$ cat src/rtl/raster_pkg.sv
package raster_pkg;

    typedef enum logic [1:0] {
        FRM_TOP    = 2'd0,
        FRM_PRIME  = 2'd1,
        FRM_ACTIVE = 2'd2,
        FRM_BLANK  = 2'd3
    } frame_st_t;

    localparam logic [2:0] ACK_LVL_H = 3'd4;
    localparam logic [2:0] ACK_LVL_V = 3'd6;

    localparam int FLAG_H = 0;
    localparam int FLAG_V = 1;
    localparam int NUM_FLAGS = 2;

endpackage

$ cat src/rtl/raster_timebase.sv
module raster_timebase #(
    parameter int LINE_CLKS = 3420,
    parameter int HCW = 12,
    parameter int VW = 9
) (
    input  logic           clk_i,
    input  logic           rst_i,
    input  logic [VW-1:0]  total_i,
    output logic [HCW-1:0] h_cyc_o,
    output logic [VW-1:0]  v_line_o,
    output logic           line_start_o,
    output logic           line_end_o
);
    localparam logic [HCW-1:0] H_LAST = HCW'(LINE_CLKS - 1);

    always_ff @(posedge clk_i) begin
        if (rst_i) begin
            h_cyc_o  <= '0;
            v_line_o <= '0;
        end else if (h_cyc_o == H_LAST) begin
            h_cyc_o  <= '0;
            v_line_o <= (v_line_o == total_i - VW'(1)) ? '0 : v_line_o + VW'(1);
        end else begin
            h_cyc_o <= h_cyc_o + HCW'(1);
        end
    end

    assign line_start_o = (h_cyc_o == '0);
    assign line_end_o   = (h_cyc_o == H_LAST);
endmodule

$ cat src/rtl/raster_hcount.sv
module raster_hcount #(
    parameter int IW = 8
) (
    input  logic          clk_i,
    input  logic          rst_i,
    input  logic          line_start_i,
    input  logic          reload_i,
    input  logic [IW-1:0] interval_i,
    output logic          hit_o
);
    logic [IW-1:0] cnt_q;

    always_ff @(posedge clk_i) begin
        if (rst_i) begin
            cnt_q <= '0;
        end else if (line_start_i) begin
            if (reload_i || cnt_q == '0)
                cnt_q <= interval_i;
            else
                cnt_q <= cnt_q - IW'(1);
        end
    end

    assign hit_o = line_start_i && !reload_i && (cnt_q == '0);
endmodule

$ cat src/rtl/raster_pend_flag.sv
module raster_pend_flag (
    input  logic clk_i,
    input  logic rst_i,
    input  logic set_i,
    input  logic clr_i,
    output logic q_o
);
    always_ff @(posedge clk_i) begin
        if (rst_i)
            q_o <= 1'b0;
        else if (set_i)
            q_o <= 1'b1;
        else if (clr_i)
            q_o <= 1'b0;
    end
endmodule

$ cat src/rtl/raster_irq_gen.sv
module raster_irq_gen
    import raster_pkg::*;
#(
    parameter int LINE_CLKS   = 3420,
    parameter int NTSC_LINES  = 262,
    parameter int PAL_LINES   = 313,
    parameter int NTSC_ACT    = 224,
    parameter int PAL_ACT     = 240,
    parameter int VOFS_WIDE   = 752,
    parameter int VOFS_NARROW = 800,
    parameter int IW          = 8
) (
    input  logic          clk_i,
    input  logic          rst_i,
    input  logic          pal_mode_i,
    input  logic          wide_mode_i,
    input  logic          hirq_en_i,
    input  logic          virq_en_i,
    input  logic [IW-1:0] line_interval_i,
    input  logic          ack_valid_i,
    input  logic [2:0]    ack_level_i,
    input  logic          fifo_full_i,
    input  logic          fifo_empty_i,
    input  logic          dma_busy_i,
    output logic          hpend_o,
    output logic          vpend_o,
    output logic          hirq_o,
    output logic          virq_o,
    output logic [15:0]   status_o
);
    localparam int HCW = $clog2(LINE_CLKS);
    localparam int MAXL = (PAL_LINES > NTSC_LINES) ? PAL_LINES : NTSC_LINES;
    localparam int VW = $clog2(MAXL + 1);

    frame_st_t      state_q, state_d;
    logic           lat_pal_q, lat_wide_q;
    logic [HCW-1:0] h_cyc;
    logic [VW-1:0]  v_line;
    logic           line_start, line_end;
    logic [VW-1:0]  total_lines, act_lines;
    logic [HCW-1:0] vofs_cur;
    logic           reload_zone, hit, vset;
    logic [NUM_FLAGS-1:0] flag_set, flag_clr, flag_q;

    assign total_lines = lat_pal_q ? VW'(PAL_LINES) : VW'(NTSC_LINES);
    assign act_lines   = lat_pal_q ? VW'(PAL_ACT) : VW'(NTSC_ACT);
    assign vofs_cur    = lat_wide_q ? HCW'(VOFS_WIDE) : HCW'(VOFS_NARROW);

    raster_timebase #(.LINE_CLKS(LINE_CLKS), .HCW(HCW), .VW(VW)) u_tb (
        .clk_i(clk_i), .rst_i(rst_i), .total_i(total_lines),
        .h_cyc_o(h_cyc), .v_line_o(v_line),
        .line_start_o(line_start), .line_end_o(line_end)
    );

    raster_hcount #(.IW(IW)) u_hc (
        .clk_i(clk_i), .rst_i(rst_i), .line_start_i(line_start),
        .reload_i(reload_zone), .interval_i(line_interval_i), .hit_o(hit)
    );

    // mode latch at the first clock of line 0
    always_ff @(posedge clk_i) begin
        if (rst_i) begin
            lat_pal_q  <= 1'b0;
            lat_wide_q <= 1'b0;
        end else if (state_q == FRM_TOP && line_start) begin
            lat_pal_q  <= pal_mode_i;
            lat_wide_q <= wide_mode_i;
        end
    end

    // frame-position state register
    always_ff @(posedge clk_i) begin
        if (rst_i)
            state_q <= FRM_TOP;
        else
            state_q <= state_d;
    end

    always_comb begin
        state_d = state_q;
        if (line_end) begin
            unique case (state_q)
                FRM_TOP:    state_d = FRM_PRIME;
                FRM_PRIME:  state_d = FRM_ACTIVE;
                FRM_ACTIVE: if (v_line == act_lines - VW'(1)) state_d = FRM_BLANK;
                FRM_BLANK:  if (v_line == total_lines - VW'(1)) state_d = FRM_TOP;
                default:    state_d = FRM_TOP;
            endcase
        end
    end

    // outputs of the state machine
    always_comb begin
        reload_zone = (state_q != FRM_ACTIVE);
        vset        = (state_q == FRM_BLANK) && (v_line == act_lines) && (h_cyc == vofs_cur);
        flag_set[FLAG_H] = hit;
        flag_set[FLAG_V] = vset;
        flag_clr[FLAG_H] = ack_valid_i && (ack_level_i == ACK_LVL_H);
        flag_clr[FLAG_V] = ack_valid_i && (ack_level_i == ACK_LVL_V);
        hpend_o  = flag_q[FLAG_H];
        vpend_o  = flag_q[FLAG_V];
        hirq_o   = flag_q[FLAG_H] && hirq_en_i;
        virq_o   = flag_q[FLAG_V] && virq_en_i;
        status_o    = '0;
        status_o[9] = fifo_full_i;
        status_o[8] = fifo_empty_i;
        status_o[7] = flag_q[FLAG_V];
        status_o[3] = (state_q == FRM_BLANK);
        status_o[1] = dma_busy_i;
        status_o[0] = lat_pal_q;
    end

    for (genvar g = 0; g < NUM_FLAGS; g++) begin : g_flag
        raster_pend_flag u_flag (
            .clk_i(clk_i), .rst_i(rst_i),
            .set_i(flag_set[g]), .clr_i(flag_clr[g]), .q_o(flag_q[g])
        );
    end
endmodule

$ cat config.mk
export PLATFORM = sky130hd
export DESIGN_NAME = raster_irq_gen
export DESIGN_NICKNAME = d
export VERILOG_FILES = /design/src/rtl/raster_pkg.sv /design/src/rtl/raster_timebase.sv /design/src/rtl/raster_hcount.sv /design/src/rtl/raster_pend_flag.sv /design/src/rtl/raster_irq_gen.sv
export SDC_FILE = /design/constraint.sdc
export NUM_CORES = 1
export LEC_CHECK = 0
export BUFFER_PORTS_ARGS = -buffer_cell sky130_fd_sc_hd__buf_2
export CAP_MARGIN = 15
export CORE_ASPECT_RATIO = 0.8
export CORE_MARGIN = 3
export CORE_UTILIZATION = 37
export DETAILED_ROUTE_END_ITERATION = 7
export PLACE_DENSITY = 0.63
export SLEW_MARGIN = 20
export SYNTH_ARGS = -nofsm -noshare
export SYNTH_HDL_FRONTEND = slang
export SYNTH_SLANG_ARGS = --single-unit
$ cat constraint.sdc
create_clock -name clk_i -period 4.6 [get_ports clk_i]
set_clock_uncertainty 0.1 [all_clocks]
set_input_delay 0.92 -clock clk_i [delete_from_list [all_inputs] [get_ports clk_i]]
set_output_delay 0.92 -clock clk_i [all_outputs]
set_load 0.02 [all_outputs]
==> results.md <==
* Status: completed
* Worst setup margin at 2.279 ns
* CTS tree: built
* Initial Util at 38.86%
* Sequential share of the synthesized area at 32.63%
* Arr. time, crit path at 1.30 ns
* Flop pwr share at 49.6%
* Async SR Flop Fraction at 0%
* Share of layout cells above drive strength 1 at 13.31%
* Post-placement setup slack at 2.110 ns
* Setup_tns at 0 ns
* WP data required at 3.58 ns
* Dpl cell area at 2222 sq um
* Total wire length at 4.372 mm
* Initial antenna violation count at 0
* Tmin final at 2.321 ns
* Max cap viols at 0
* Seq cells post-synth at 35
* Post_cts resized at 0
* Row cnt at 24
* Die Area at 6759 sq um
* Latest clock arrival within the worst-skew pair at 0.29 ns
* Postcts setup bufs at 0
* Hold_buf cts at 0
* DR iter-0 viols at 81
* PortBufs at 24
* Placed Cells at 348
* Measured slew at the worst slew-check pin at 0.6705 ns
* Core Box Area at 5525 sq um
* Clk buf depth at 2
* Non-Filler Instances at 356
* Hold Crit Class: flop to flop
* Vias/cell at 5.011
* Post-synth EDFFs at 0
* Logic pwr share at 12.6%
* GRT Residual Overflow at 0
* Final worst-path cycle share at 50.45%
* Clock slew at reported path FFs at 0.07 ns
* Global-route wire length before repair at 7.065 mm
* Pin count of the biggest net entering global routing at 19
* Synth top area share at 32.63%
* Drt first pass iters at 4
* CP Capture Type: output pin
* ANT cells at 0
* Switching Fraction at 26.82%
* CTS sink count at 35
* Nets at 308
* Synth area leader: dfxtp_1
* Fin Hold WS at 0.3609 ns
* Dominant cells by area after synthesis: dfxtp_1 (33%), ha_1 (5.8%), buf_4 (5.6%), o21ai_0 (4.9%), nand3_1 (3.5%)
* Mean Syn Cell Area at 8.102 sq um
* P_sw at 0.1767 mW
* DR WL/cell at 12.28 microns
* Routability cong. at 0.7846
* # IOs at 41
* Clk network pwr share at 37.8%
* Worst rel slew slack at 54.96%
* Post-DP HPWL at 3.229 mm
* Count of cell types in the netlist at 48
* Clock root cell: clkbuf_8
* Ys flop type: dfxtp_1
* Final setup viols at 0
* Layout filler cell count at 595
* Cts bufs inserted at 5
* Crit start category: input pin
* Syn Std Cell Area at 2147 sq um
* Total number of vias at 1,784
* WS Path Type: input pin to output pin
* Post-layout util at 42.03%
* Antenna-violating nets left at 0
* Final Hold Viols at 0
* Fmax at 430.9 MHz
* Htree depth at 2
* Most frequent cells in the layout: dfxtp_1 (35), buf_2 (24), o21ai_0 (21)
* Leakage at 0.9721 nW
* Internal at 0.4820 mW
* Unrepaired setup endpoints after global routing: false
* Final total power at 0.6586 mW
* Warnings from Yosys at 0
* Max Slew Vio Count at 0
* Die Wd at 91.17 microns
* Area growth syn-to-layout at 8.159%
* CP Max Fanout at 1
* Number of global-route vias before repair at 1,489
* Die span in y at 74.14 microns
* Cells after Synth at 265
* Final Instance Area at 2322 sq um
* DRC viols at 0
* Gr usage total at 13.05%
* Most common cell after layout, fill and taps aside: dfxtp_1
* PwrDens at 283.6 nW/um^2
* Max VDD drop at 112.8 uV
[area by class of cell]
class	instances	area, sq um	area share, %
clock buffer	8	100.1	4.310
inverter	14	52.55	2.263
multi-input combinational	197	1251	53.88
sequential	35	700.7	30.17
tap	78	97.59	4.203
timing repair buffer	24	120.1	5.172
[routing by layer]
layer / vias up / GRT usage, % / wire length [microns]
met3: 5 / 4.044 / 311
met2: 45 / 18.19 / 1713
li1: 946 / - / -
met1: 788 / 19.30 / 2300
met4: 0 / 3.512 / 47
met5: - / 0 / 0
[registers in the layout, summed over array words and instances (netlist names)]
signal / cells
u_hc.cnt_q: 8
lat_pal_q: 1
u_tb.h_cyc_o: 12
lat_wide_q: 1
u_tb.v_line_o: 9
g_flag.u_flag.q_o: 2
state_q: 2
[Yosys cell counts (all sizes together) (2+ instances only)]
cell type	n
nor2	19
a21o	7
mux2i	2
and4	2
buf	20
and2	2
nand4bb	2
a311oi	3
xor2	8
nor4	4
dfxtp	35
ha	10
o32ai	2
a21oi	15
and3	9
xnor2	3
nor3b	9
nand4	6
nor2b	3
clkbuf	8
nor4b	3
o21ai	23
inv	14
nand3	15
nor3	8
nand3b	2
nand2	18
[power by group through the flow]
stage	sequential, mW	combinational (mW)	clock, mW
2_1_floorplan	0.329	0.0761	0
3_3_place_gp	0.334	0.0812	0
3_5_place_dp	0.333	0.0822	0
4_1_cts	0.327	0.0827	0.257
5_1_grt	0.329	0.0938	0.270
6_report	0.327	0.0829	0.249
[logic make-up (layout without fill, tap and decap cells)]
family	Yosys count	count (layout)	share of synthesized area [%]
other	1	10	0.1747
buffers and inverters	42	46	10.66
muxes	2	2	0.9324
DFF	35	35	32.63
adders and majority gates	10	10	5.828
and+or+nand+nor	107	107	28.03
xor gates and xnor gates	11	11	4.488
AOI/OAI and AO/OA	57	57	17.25
[worst paths after layout]
| check | startpoint | endpoint | cells past startpoint | slack, ns |
|---|---|---|---|---|
| worst min register to register | u_tb.h_cyc_o[0] | u_tb.h_cyc_o[0] | 1 | 0.36 |
| worst min-delay path | u_tb.h_cyc_o[0] | u_tb.h_cyc_o[0] | 1 | 0.36 |
| worst max register to register | u_tb.h_cyc_o[0] | u_tb.v_line_o[7] | 6 | 2.36 |
| worst max-delay path | hirq_en_i | hirq_o | 3 | 2.28 |
[critical path, stage by stage]
cell and delay, ns:
buf_2 0.09, and2_1 0.14, buf_2 0.15
(Power assumes the default switching activity.)
